<file path="src/rtl/loop_pipe_ctrl_pkg.sv">
package loop_pipe_ctrl_pkg;

  typedef enum logic [1:0] {
    STEP_NONE  = 2'd0,
    STEP_FILL  = 2'd1,
    STEP_DRAIN = 2'd2,
    STEP_EXIT  = 2'd3
  } step_e;

endpackage

</file>
<file path="src/rtl/lpc_counters.sv">
module lpc_counters
  import loop_pipe_ctrl_pkg::*;
#(
  parameter int CNT_W = 16
) (
  input  logic             clk_i,
  input  logic             rst_ni,
  input  logic             load_i,
  input  logic [CNT_W-1:0] lc_init_i,
  input  logic [CNT_W-1:0] esc_init_i,
  input  logic             br_i,
  output step_e            step_o,
  output logic [CNT_W-1:0] lc_o,
  output logic [CNT_W-1:0] esc_o
);

  localparam logic [CNT_W-1:0] ONE = CNT_W'(1);

  logic [CNT_W-1:0] lc_q, esc_q;
  step_e            step;

  // phase decision: fill while iterations remain, then drain, then exit
  always_comb begin
    if (!br_i)           step = STEP_NONE;
    else if (lc_q != '0)  step = STEP_FILL;
    else if (esc_q != '0) step = STEP_DRAIN;
    else                  step = STEP_EXIT;
  end

  always_ff @(posedge clk_i or negedge rst_ni) begin
    if (!rst_ni) begin
      lc_q  <= '0;
      esc_q <= '0;
    end else if (load_i) begin
      lc_q  <= lc_init_i;
      esc_q <= esc_init_i;
    end else begin
      unique case (step)
        STEP_FILL:  lc_q  <= lc_q - ONE;
        STEP_DRAIN: esc_q <= esc_q - ONE;
        default: ;
      endcase
    end
  end

  assign step_o = step;
  assign lc_o   = lc_q;
  assign esc_o  = esc_q;

endmodule

</file>
<file path="src/rtl/lpc_pred_file.sv">
module lpc_pred_file #(
  parameter int PRED_DEPTH = 8,
  parameter int NUM_STAGES = 4,
  parameter int RRB_W      = (PRED_DEPTH > 1) ? $clog2(PRED_DEPTH) : 1
) (
  input  logic                  clk_i,
  input  logic                  rst_ni,
  input  logic                  clear_i,
  input  logic                  rotate_i,
  input  logic                  fill_i,
  output logic [RRB_W-1:0]      rrb_o,
  output logic [NUM_STAGES-1:0] stage_en_o
);

  localparam int               IW   = RRB_W + 1;
  localparam logic [IW-1:0]    DEPW = IW'(PRED_DEPTH);
  localparam logic [RRB_W-1:0] TOP  = RRB_W'(PRED_DEPTH - 1);

  logic [PRED_DEPTH-1:0] flags_q;
  logic [RRB_W-1:0]      rrb_q, rrb_nxt;

  assign rrb_nxt = (rrb_q == '0) ? TOP : rrb_q - RRB_W'(1);

  always_ff @(posedge clk_i or negedge rst_ni) begin
    if (!rst_ni) begin
      flags_q <= '0;
      rrb_q   <= '0;
    end else if (clear_i) begin
      flags_q        <= '0;
      flags_q[rrb_q] <= 1'b1;
    end else if (rotate_i) begin
      rrb_q            <= rrb_nxt;
      flags_q[rrb_nxt] <= fill_i;
    end
  end

  // logical stage i reads physical entry (rrb + i) mod depth
  for (genvar i = 0; i < NUM_STAGES; i++) begin : g_map
    logic [IW-1:0] sum, idx;
    assign sum = {1'b0, rrb_q} + IW'(i);
    assign idx = (sum >= DEPW) ? sum - DEPW : sum;
    assign stage_en_o[i] = flags_q[idx[RRB_W-1:0]];
  end

  assign rrb_o = rrb_q;

endmodule

</file>
<file path="src/rtl/loop_pipe_ctrl.sv">
module loop_pipe_ctrl
  import loop_pipe_ctrl_pkg::*;
#(
  parameter int CNT_W      = 16,
  parameter int PRED_DEPTH = 8,
  parameter int NUM_STAGES = 4,
  parameter int RRB_W      = (PRED_DEPTH > 1) ? $clog2(PRED_DEPTH) : 1
) (
  input  logic                  clk_i,
  input  logic                  rst_ni,
  input  logic                  start_i,
  input  logic [CNT_W-1:0]      lc_init_i,
  input  logic [CNT_W-1:0]      esc_init_i,
  input  logic                  branch_i,
  output logic                  taken_o,
  output logic                  active_o,
  output logic [NUM_STAGES-1:0] stage_en_o,
  output logic [CNT_W-1:0]      lc_o,
  output logic [CNT_W-1:0]      esc_o,
  output logic [RRB_W-1:0]      rrb_o
);

  logic  active_q;
  logic  br_q;
  step_e step;

  // start has priority; idle strobes are dropped
  assign br_q = branch_i & active_q & ~start_i;

  lpc_counters #(.CNT_W(CNT_W)) u_cnt (
    .clk_i      (clk_i),
    .rst_ni     (rst_ni),
    .load_i     (start_i),
    .lc_init_i  (lc_init_i),
    .esc_init_i (esc_init_i),
    .br_i       (br_q),
    .step_o     (step),
    .lc_o       (lc_o),
    .esc_o      (esc_o)
  );

  lpc_pred_file #(
    .PRED_DEPTH (PRED_DEPTH),
    .NUM_STAGES (NUM_STAGES),
    .RRB_W      (RRB_W)
  ) u_pred (
    .clk_i      (clk_i),
    .rst_ni     (rst_ni),
    .clear_i    (start_i),
    .rotate_i   (taken_o),
    .fill_i     (step == STEP_FILL),
    .rrb_o      (rrb_o),
    .stage_en_o (stage_en_o)
  );

  assign taken_o = (step == STEP_FILL) || (step == STEP_DRAIN);

  always_ff @(posedge clk_i or negedge rst_ni) begin
    if (!rst_ni)                active_q <= 1'b0;
    else if (start_i)           active_q <= 1'b1;
    else if (step == STEP_EXIT) active_q <= 1'b0;
  end

  assign active_o = active_q;

endmodule

</file>
<file path="config.mk">
export PLATFORM = sky130hd
export DESIGN_NAME = loop_pipe_ctrl
export DESIGN_NICKNAME = d
export VERILOG_FILES = /design/src/rtl/loop_pipe_ctrl_pkg.sv /design/src/rtl/lpc_counters.sv /design/src/rtl/lpc_pred_file.sv /design/src/rtl/loop_pipe_ctrl.sv
export SDC_FILE = /design/constraint.sdc
export NUM_CORES = 1
export LEC_CHECK = 0
export CAP_MARGIN = 25
export CORE_ASPECT_RATIO = 1.4
export CORE_MARGIN = 2
export CORE_UTILIZATION = 51
export DETAILED_ROUTE_END_ITERATION = 6
export PLACE_DENSITY = 0.88
export REMOVE_ABC_BUFFERS = 1
export SKIP_LAST_GASP = 1
export SLEW_MARGIN = 10
export SYNTH_ARGS = -nofsm -noshare
export SYNTH_HDL_FRONTEND = slang
export SYNTH_HIERARCHICAL = 1
export SYNTH_SLANG_ARGS = --single-unit
</file>
<file path="constraint.sdc">
create_clock -name clk_i -period 6.65 [get_ports clk_i]
set_clock_uncertainty 0.2 [all_clocks]
set_input_delay 1.33 -clock clk_i [delete_from_list [all_inputs] [get_ports clk_i]]
set_output_delay 1.33 -clock clk_i [all_outputs]
set_load 0.05 [all_outputs]
</file>
# == Yosys cells after proc, flatten, opt, wreduce, memory -nomap -nowiden ==
# Index checks and enable logic that the tools add are counted.
# word_totals
word_cells,73
input_bits,36
ff_bits,44
# op_classes
n_reduce_logical,11
n_eq_ne,3
n_addsub,10
mux,29
magnitude_cmp,12
n_bitwise,3
# op_table
op,n
$mux W16,4
$reduce_bool A16 Y1,2
$sub A16 B1 Y16 const B,2
$lt A3 B4 Y1 const B,6
$mux W8,2
$mux W3,5
$sub A3 B1 Y3 const B,5
$bmux W1 S3,4
$ge A4 B4 Y1 const B,3
$mux W1,9
$add A3 B2 Y4 const B,2
$bwmux W8,1
$reduce_bool A2 Y1,4
$demux W1 S3,2
$ge A3 B1 Y1 const B,2
$add A3 B1 Y4 const B,1
$eq A2 B2 Y1 const B,2
$ge A3 B4 Y1 const B,1
$mux W2,2
$logic_not A3 Y1,1
$and A1 B1 Y1,2
$eq A2 B1 Y1 const B,1
$logic_and A1 B1 Y1,2
$reduce_and A2 Y1,1
2 further kinds,2

# == Longest topological paths before layout ==
# Gate-level depths: netlist (run 1).
# depth
ltp_word,9
ltp_mapped,13

# == Modules after synthesis ==
# Netlist (run 1), hierarchy kept.
# by_module_without_submodules
module,cells_per_inst,instances,area_per_inst_um2,seq_area_each_um2
lpc_counters,265,1,2275.9,800.8
lpc_pred_file,110,1,1041.0,275.3
loop_pipe_ctrl,9,1,76.3,25.0

# == Least setup slack after synthesis (run 1) ==
# OpenSTA, ideal clock, no wires.
# synth_path
path_type,input -> output
start,in branch_i
end,out taken_o
arrival_ns,3.229
setup_slack_ns,1.891
required_time_ns,5.120
stages,9
path_buffers,1
path_cell_list,nand2_1 nor2_1 nor4b_2 nand4_1 clkbuf_1 inv_1 inv_1 ha_1 inv_1
# synth_between
elab_chain_len,5
elab_cells_between_ends,6
# synth_rtl
item,line,text
from (decl),loop_pipe_ctrl.sv:14,"input logic branch_i,"
$and A1 B1 Y1 * (2 in a row),loop_pipe_ctrl.sv:28,assign br_q = branch_i & active_q & ~start_i;
named net br_q,loop_pipe_ctrl.sv:24,logic br_q;
$mux W2 *,lpc_counters.sv:24,if (!br_i) step = STEP_NONE;
named net step[1],loop_pipe_ctrl.sv:25,step_e step;
$eq A2 B1 Y1 or $eq A2 B2 Y1 (tied branches),loop_pipe_ctrl.sv:56,assign taken_o = (step == STEP_FILL) || (step == STEP_DRAIN);
$logic_or A1 B1 Y1 *,loop_pipe_ctrl.sv:56,
to (decl),loop_pipe_ctrl.sv:15,"output logic taken_o,"
# The timed path passes the listed nets; every way through them passes the cells marked *.

# == Worst setup path after layout (run 1) ==
# Same ends and word-level chain as after synthesis.

==> results of run 1 <==
## cell usage in the layout, fill, tap and decap left out, drive strengths merged, types with 7 or more instances in the layout
cell and count:
a21oi 13, a31oi 17, clkbuf 7, clkdlybuf4s50 74, dfrtp 44, ha 11, inv 13, mux2 9
nand2 28, nand2b 9, nand3 10, nand4 8, nor2 32, nor2b 9, nor3 8, nor4 12
o211ai 17, o21ai 12, o31ai 10, or3 10, or4 19
## cell usage after synthesis, types with 4 or more instances
library cell	n	share of area, %
clkbuf_1	14	1.5
buf_2	7	1.0
ha_1	11	4.1
mux2_2	8	2.7
nor2_1	32	3.5
o211ai_1	17	3.8
nand3_1	10	1.5
o21ai_0	10	1.5
nor2b_1	9	1.7
or4_1	18	4.0
nand2b_1	9	1.7
inv_1	13	1.4
a31oi_1	17	3.1
or3_1	10	1.8
nand2_1	28	3.1
dfrtp_1	44	32
nor3_1	8	1.2
nand4_1	8	1.5
nand3b_1	4	0.88
nor4_1	8	1.5
o311ai_0	4	1.0
a21oi_1	13	1.9
o31ai_1	10	2.2
mux4_2	4	2.7
## logic make-up (layout without fill, tap and decap cells)
family	count (synthesis)	in the layout
and+or+nand+nor	179	179
DFF	44	44
AOI/OAI and AO/OA	93	93
adders and majority gates	11	11
xor gates and xnor gates	3	3
buffers and inverters	39	102
muxes	15	15
## final timing paths
| check | to | slack, ns | start |
|---|---|---|---|
| max | taken_o | 1.18 | branch_i |
| min | active_o | 0.32 | active_o |
| max reg2reg | u_pred/flags_q[7] | 2.54 | u_cnt/lc_o[0] |
| min reg2reg | active_o | 0.32 | active_o |
| max in group asynchronous | u_cnt/esc_o[15] | 5.09 | rst_ni |
| min in group asynchronous | u_cnt/esc_o[13] | 0.69 | rst_ni |
## layer usage
metal,vias up,share of wire (%),wire length (um),track usage (%)
met3,25,5.7,519,4.60
met1,1618,40,3660,30.2
met5,-,0,0,0
li1,1610,-,-,-
met2,132,51,4640,43.1
met4,0,3.5,324,14.8
## flip-flops by register name, summed over array words and instances (netlist names)
register and flops:
u_cnt/esc_o 16, u_cnt/lc_o 16, u_pred/flags_q 8, u_pred/rrb_o 3, active_o 1
## area by class of cell
cell class                 count  share of cell area, %
multi-input combinational    301                   49.7
sequential                    44                   25.9
timing repair buffer          81                   19.2
tap                           74                   2.18
clock buffer                   6                   1.71
inverter                      14                   1.24
clock inverter                 1                  0.118
## power breakdown
group	total [W]	internal, W	switching [W]
clock network	0.000164	0.0000717	0.0000919
registers	0.000390	0.000308	0.0000820
logic	0.000563	0.000230	0.000333
total	0.00112	0.000610	0.000507
## per-stage QoR
step / cell area, sq um / utilization, % / hold slack, ns / power, W / setup WS [ns]
after floorplan: 3270 / - / 0.342 / 0.000759 / 1.76
after global placement: 4150 / 63.6 / 0.306 / 0.000938 / 1.28
after detailed placement: 4150 / 63.6 / 0.297 / 0.000950 / 1.24
after CTS: 4230 / 64.8 / 0.326 / 0.00111 / 1.22
after global routing: 4250 / 65.2 / 0.354 / 0.00118 / 0.944
final: 4250 / 65.2 / 0.324 / 0.00112 / 1.18
==> summary.md, run 1 <==
| Metric | Value |
|---|---|
| Max Slew Vio Count | `0` |
| Max-cap violations | `0` |
| Distinct cells, synth | `62` |
| Worst Path Arrival | `slightly below 4 ns` |
| Setup bufs post-CTS | `0` |
| Root Buffer Master | `clkbuf_8` |
| H-tree levels | `2` |
| Unrepaired setup endpoints after global routing | `no` |
| Sequential fraction of the synthesis area | `32.4%` |
| Vias in the first global route | `3,369` |
| Initial antenna violation count | `0` |
| Final nets | `roughly 490` |
| Layout cell share with drive strength beyond 1 | `about 8.5%` |
| Mean area per synthesized cell | `8.84 sq um` |
| CP Depth | `11` |
| Die area | `between 7000 and 8000 sq um` |
| Post-route insts no fill | `521` |
| Max stage delay on crit path | `0.46 ns` |
| R2R depth | `10` |
| Yosys warnings | `6` |
| CP endpoint kind | `output port` |
| CTS tree | `built` |
| Drt wl/cell | `17.5 um` |
| Syn-to-layout area delta | `25.3%` |
| Final ANT Viol Nets | `0` |
| Post-CTS Resized | `0` |
| Register area | `approximately 1100 sq um` |
| Power Dens Cells | `263 nW/um^2` |
| Overall via count from detail_route | `3,385` |
| Starting Density | `a little over half` |
| Synth async-reset ratio | `100%` |
| CTS Buffer Depth | `2` |
| Initial DRC Count | `254` |
| Synth Cell Area | `~3400 sq um` |
| Die height | `101 um` |
| Worst Path Required | `5.12 ns` |
| First-pass GRT wire length | `15,200 um` |
| Leak | `1.59 nW` |
| Post-synth EDFFs | `0` |
| Synthesized-area fraction occupied by adder cells | `4.06%` |
| Filler cell count | `553` |
| Seq cells post-synth | `44` |
| Fin crit share | `between 80% and 90%` |
| Top Family by Delay on Critical Path | `buffers and inverters` |
| Outcome | `completed` |
| DP Wirelength | `between 6000 and 7000 um` |
| GP Congestion | `0.964` |
| Die span in x | `72.9 um` |
| CP Cell Sequence | `clkdlybuf4s50_1 -> nand2_1 -> nor2_1 -> nor4b_2 -> nand4_1 -> buf_4 -> inv_1 -> inv_1 -> ha_1 -> inv_1 -> buf_12` |
| Clock Latency Late Sink | `0.30 ns` |
| Hold buffer count at CTS | `0` |
| Critical path class | `in2out` |
| Ports | `77` |
| Primary FF master, synth | `dfrtp_1` |
| Most frequent CP cell | `inv_1` |
| All-Layer GR Usage | `25.7%` |
| Synth Area in Simple Gates | `31.8%` |
| Main combinational cell family by area after synthesis | `simple AND/OR/NAND/NOR gates` |
| Post-synthesis compound-gate area fraction | `roughly 19%` |
| # rows | `35` |
| Worst hold stages | `1` |
| Period minus WS final | `5.47 ns` |
| Pin count of the biggest net entering global routing | `50` |
| Highest Clock Rate | `roughly 180 MHz` |
| TNS Setup | `0 ns` |
| Min-delay worst type | `reg2reg` |
| Multi-input combinational cell area | `around 2100 sq um` |
| Worst vdd ir | `360 uV` |
| CTS Buf Count | `5` |
| Clk slew on worst S/H paths | `0.08 ns` |
| Max-slew headroom | `42.2%` |
| Final Hold Viols | `0` |
| Via/cell ratio | `6.50` |
| Antenna diodes | `0` |
| Setup Viol. Count Final | `0` |
| Syn Inst Count | `about 380` |
| Num Clock Sinks | `between 40 and 50` |
| Critical path peak fanout | `17` |
| DRT Pass-1 Iters | `4` |
| Slowest CP cell | `clkdlybuf4s50_1` |
| CP startpoint kind | `input port` |
| Grt ovf | `0` |
| DRT Wirelength | `9140 um` |
| Buf/Inv on CP | `6` |
| DRC viols | `0` |
| Core area | `6530 sq um` |
| Port-buffer cells | `76` |
| Synth Area in XOR/XNOR | `less than 1%` |
| Post-Place Cells | `512` |
| Post-synthesis mux area share | `approximately 6.2%` |
| Worst-Margin Slew | `0.860 ns` |
Power figures use the tool's default switching activity.
==> run 2, diff against run 1 <==
==> constraint.sdc (replaced) <==
create_clock -name clk_i -period 5.2 [get_ports clk_i]
set_clock_uncertainty 0.2 [all_clocks]
set_input_delay 1.04 -clock clk_i [delete_from_list [all_inputs] [get_ports clk_i]]
set_output_delay 1.04 -clock clk_i [all_outputs]
set_load 0.05 [all_outputs]
==> summary.md, run 2 (synthesized netlist as in run 1, its figures left out) <==
| Metric | Value |
|---|---|
| Outcome | `completed` |
| Final nets | `497` |
| Worst Path Required | `3.96 ns` |
| Slowest CP cell | `clkdlybuf4s50_1` |
| Die height | `101 um` |
| Power Dens Cells | `366 nW/um^2` |
| Critical path peak fanout | `11` |
| Num Clock Sinks | `44` |
| Setup bufs post-CTS | `0` |
| First-pass GRT wire length | `between 15,000 and 20,000 um` |
| Ports | `77` |
| Grt ovf | `0` |
| P_int | `0.000931 W` |
| Final instance area | `4360 sq um` |
| Pin count of the biggest net entering global routing | `50` |
| Period minus WS final | `approximately 4.5 ns` |
| Max Slew Vio Count | `0` |
| DP Wirelength | `6800 um` |
| CP endpoint kind | `output port` |
| CTS Buffer Depth | `2` |
| Metal3 WL | `428 um` |
| Top Family by Delay on Critical Path | `buffers and inverters` |
| Top Metal Used | `met4` |
| Buf/Inv on CP | `6` |
| Max stage delay on crit path | `0.45 ns` |
| Initial DRC Count | `374` |
| Clock Latency Late Sink | `0.31 ns` |
| DRT Wirelength | `9720 um` |
| Clk pwr share | `23.0%` |
| TNS Setup | `0 ns` |
| Switching portion of total power | `41.6%` |
| Final Hold Viols | `0` |
| Syn-to-layout area delta | `28.4%` |
| Post-CTS Resized | `0` |
| Final ANT Viol Nets | `0` |
| Highest Clock Rate | `~220 MHz` |
| CTS Buf Count | `5` |
| Commonest non-fill, non-tap cell in the layout | `clkdlybuf4s50_1` |
| Core area | `between 6000 and 7000 sq um` |
| CP Cell Sequence | `clkdlybuf4s50_1 -> nand2_1 -> nor2_1 -> buf_4 -> nor4b_2 -> nand4_1 -> inv_1 -> inv_1 -> ha_1 -> inv_1 -> buf_12` |
| CTS tree | `built` |
| Most frequent CP cell | `inv_1` |
| Post-DP Area | `4170 sq um` |
| Worst-Margin Slew | `between 0.8 and 0.9 ns` |
| Leak | `~1.6 nW` |
| Port-buffer cells | `76` |
| Switch Pwr | `0.000664 W` |
| H-tree levels | `2` |
| Via/cell ratio | `roughly 6.6` |
| CP startpoint kind | `input port` |
| # rows | `35` |
| Drt wl/cell | `18.5 um` |
| Min-delay worst type | `reg2reg` |
| Worst Path Arrival | `3.25 ns` |
| Die span in x | `72.9 um` |
| Sequential Power Share | `30.3%` |
| Vias in the first global route | `3,272` |
| Max-cap violations | `0` |
| Die area | `around 7300 sq um` |
| DRC viols | `0` |
| Commonest cells after routing, fill and taps aside | `74 x clkdlybuf4s50_1, 44 x dfrtp_1, 32 x nor2_1, 28 x nand2_1, 18 x or4_1` |
| Hold buffer count at CTS | `0` |
| Register-to-register setup slack | `about 1.5 ns` |
| GP Congestion | `approximately 0.86` |
| Fin crit share | `86.4%` |
| Combinational share of power | `46.7%` |
| Worst vdd ir | `362 uV` |
| Root Buffer Master | `clkbuf_8` |
| Routed metal-1 wirelength | `3810 um` |
| Starting Density | `52.0%` |
| Routed length on met2 | `5070 um` |
| Critical path class | `in2out` |
| Max-slew headroom | `41.3%` |
| All-Layer GR Usage | `26.9%` |
| Antenna diodes | `0` |
| Unrepaired setup endpoints after global routing | `no` |
| Overall via count from detail_route | `3,455` |
| DRT Pass-1 Iters | `5` |
| Layout cell share with drive strength beyond 1 | `9.53%` |
| Initial antenna violation count | `0` |
| Clk slew on worst S/H paths | `0.08 ns` |
| Setup Viol. Count Final | `0` |
-- run 2: changes by cell type in the layout (fill, tap and decap cells not counted) --
cell and delta:
buf_4 +3, bufinv_16 +3, clkbuf_1 -1, clkinv_2 -1
-- run 2: power groups by stage --
stage / logic, W / registers (W) / clock network, W
finish: 0.000745 / 0.000484 / 0.000367
global route: 0.000788 / 0.000497 / 0.000386
CTS: 0.000739 / 0.000484 / 0.000373
detailed placement: 0.000733 / 0.000490 / 0
global placement: 0.000711 / 0.000487 / 0
floorplan: 0.000377 / 0.000593 / 0
-- run 2: final cells by class --
type                            count  area, sq um
Tap cell                           74         92.6
Fill cell                         542         2170
Timing Repair Buffer               84          838
Clock inverter                      3         90.1
Multi-Input combinational cell    301         2110
Inverter                           14         52.6
Clock buffer                        5         68.8
Sequential cell                    44         1100
-- run 2: worst paths after layout --
kind,from,endpoint,depth (start not counted)
setup reg to reg,u_cnt/esc_o[4],u_pred/flags_q[7],8
hold reg to reg,active_o,active_o,1
max in group asynchronous,rst_ni,u_cnt/esc_o[10],2
setup / recovery,branch_i,taken_o,11
min in group asynchronous,rst_ni,u_pred/flags_q[3],1
hold / removal,active_o,active_o,1
-- run 2: routing by layer --
| metal | vias to the layer above | track usage (%) |
|---|---|---|
| li1 | 1607 | - |
| met1 | 1688 | 32.0 |
| met2 | 131 | 46.4 |
| met5 | - | 0 |
| met4 | 0 | 13.7 |
| met3 | 29 | 3.70 |
-- run 2: through the flow --
stage / setup WS, ns / hold slack (ns) / util (%) / total power, W / instances
after floorplan: 0.894 / 0.342 / - / 0.000970 / 359
after global placement: 0.817 / 0.302 / 63.9 / 0.00120 / 515
after detailed placement: 0.753 / 0.298 / 63.9 / 0.00122 / 515
after CTS: 0.737 / 0.321 / 66.3 / 0.00160 / 523
after global routing: 0.614 / 0.349 / 66.8 / 0.00167 / 525
final: 0.706 / 0.319 / 66.8 / 0.00160 / 525
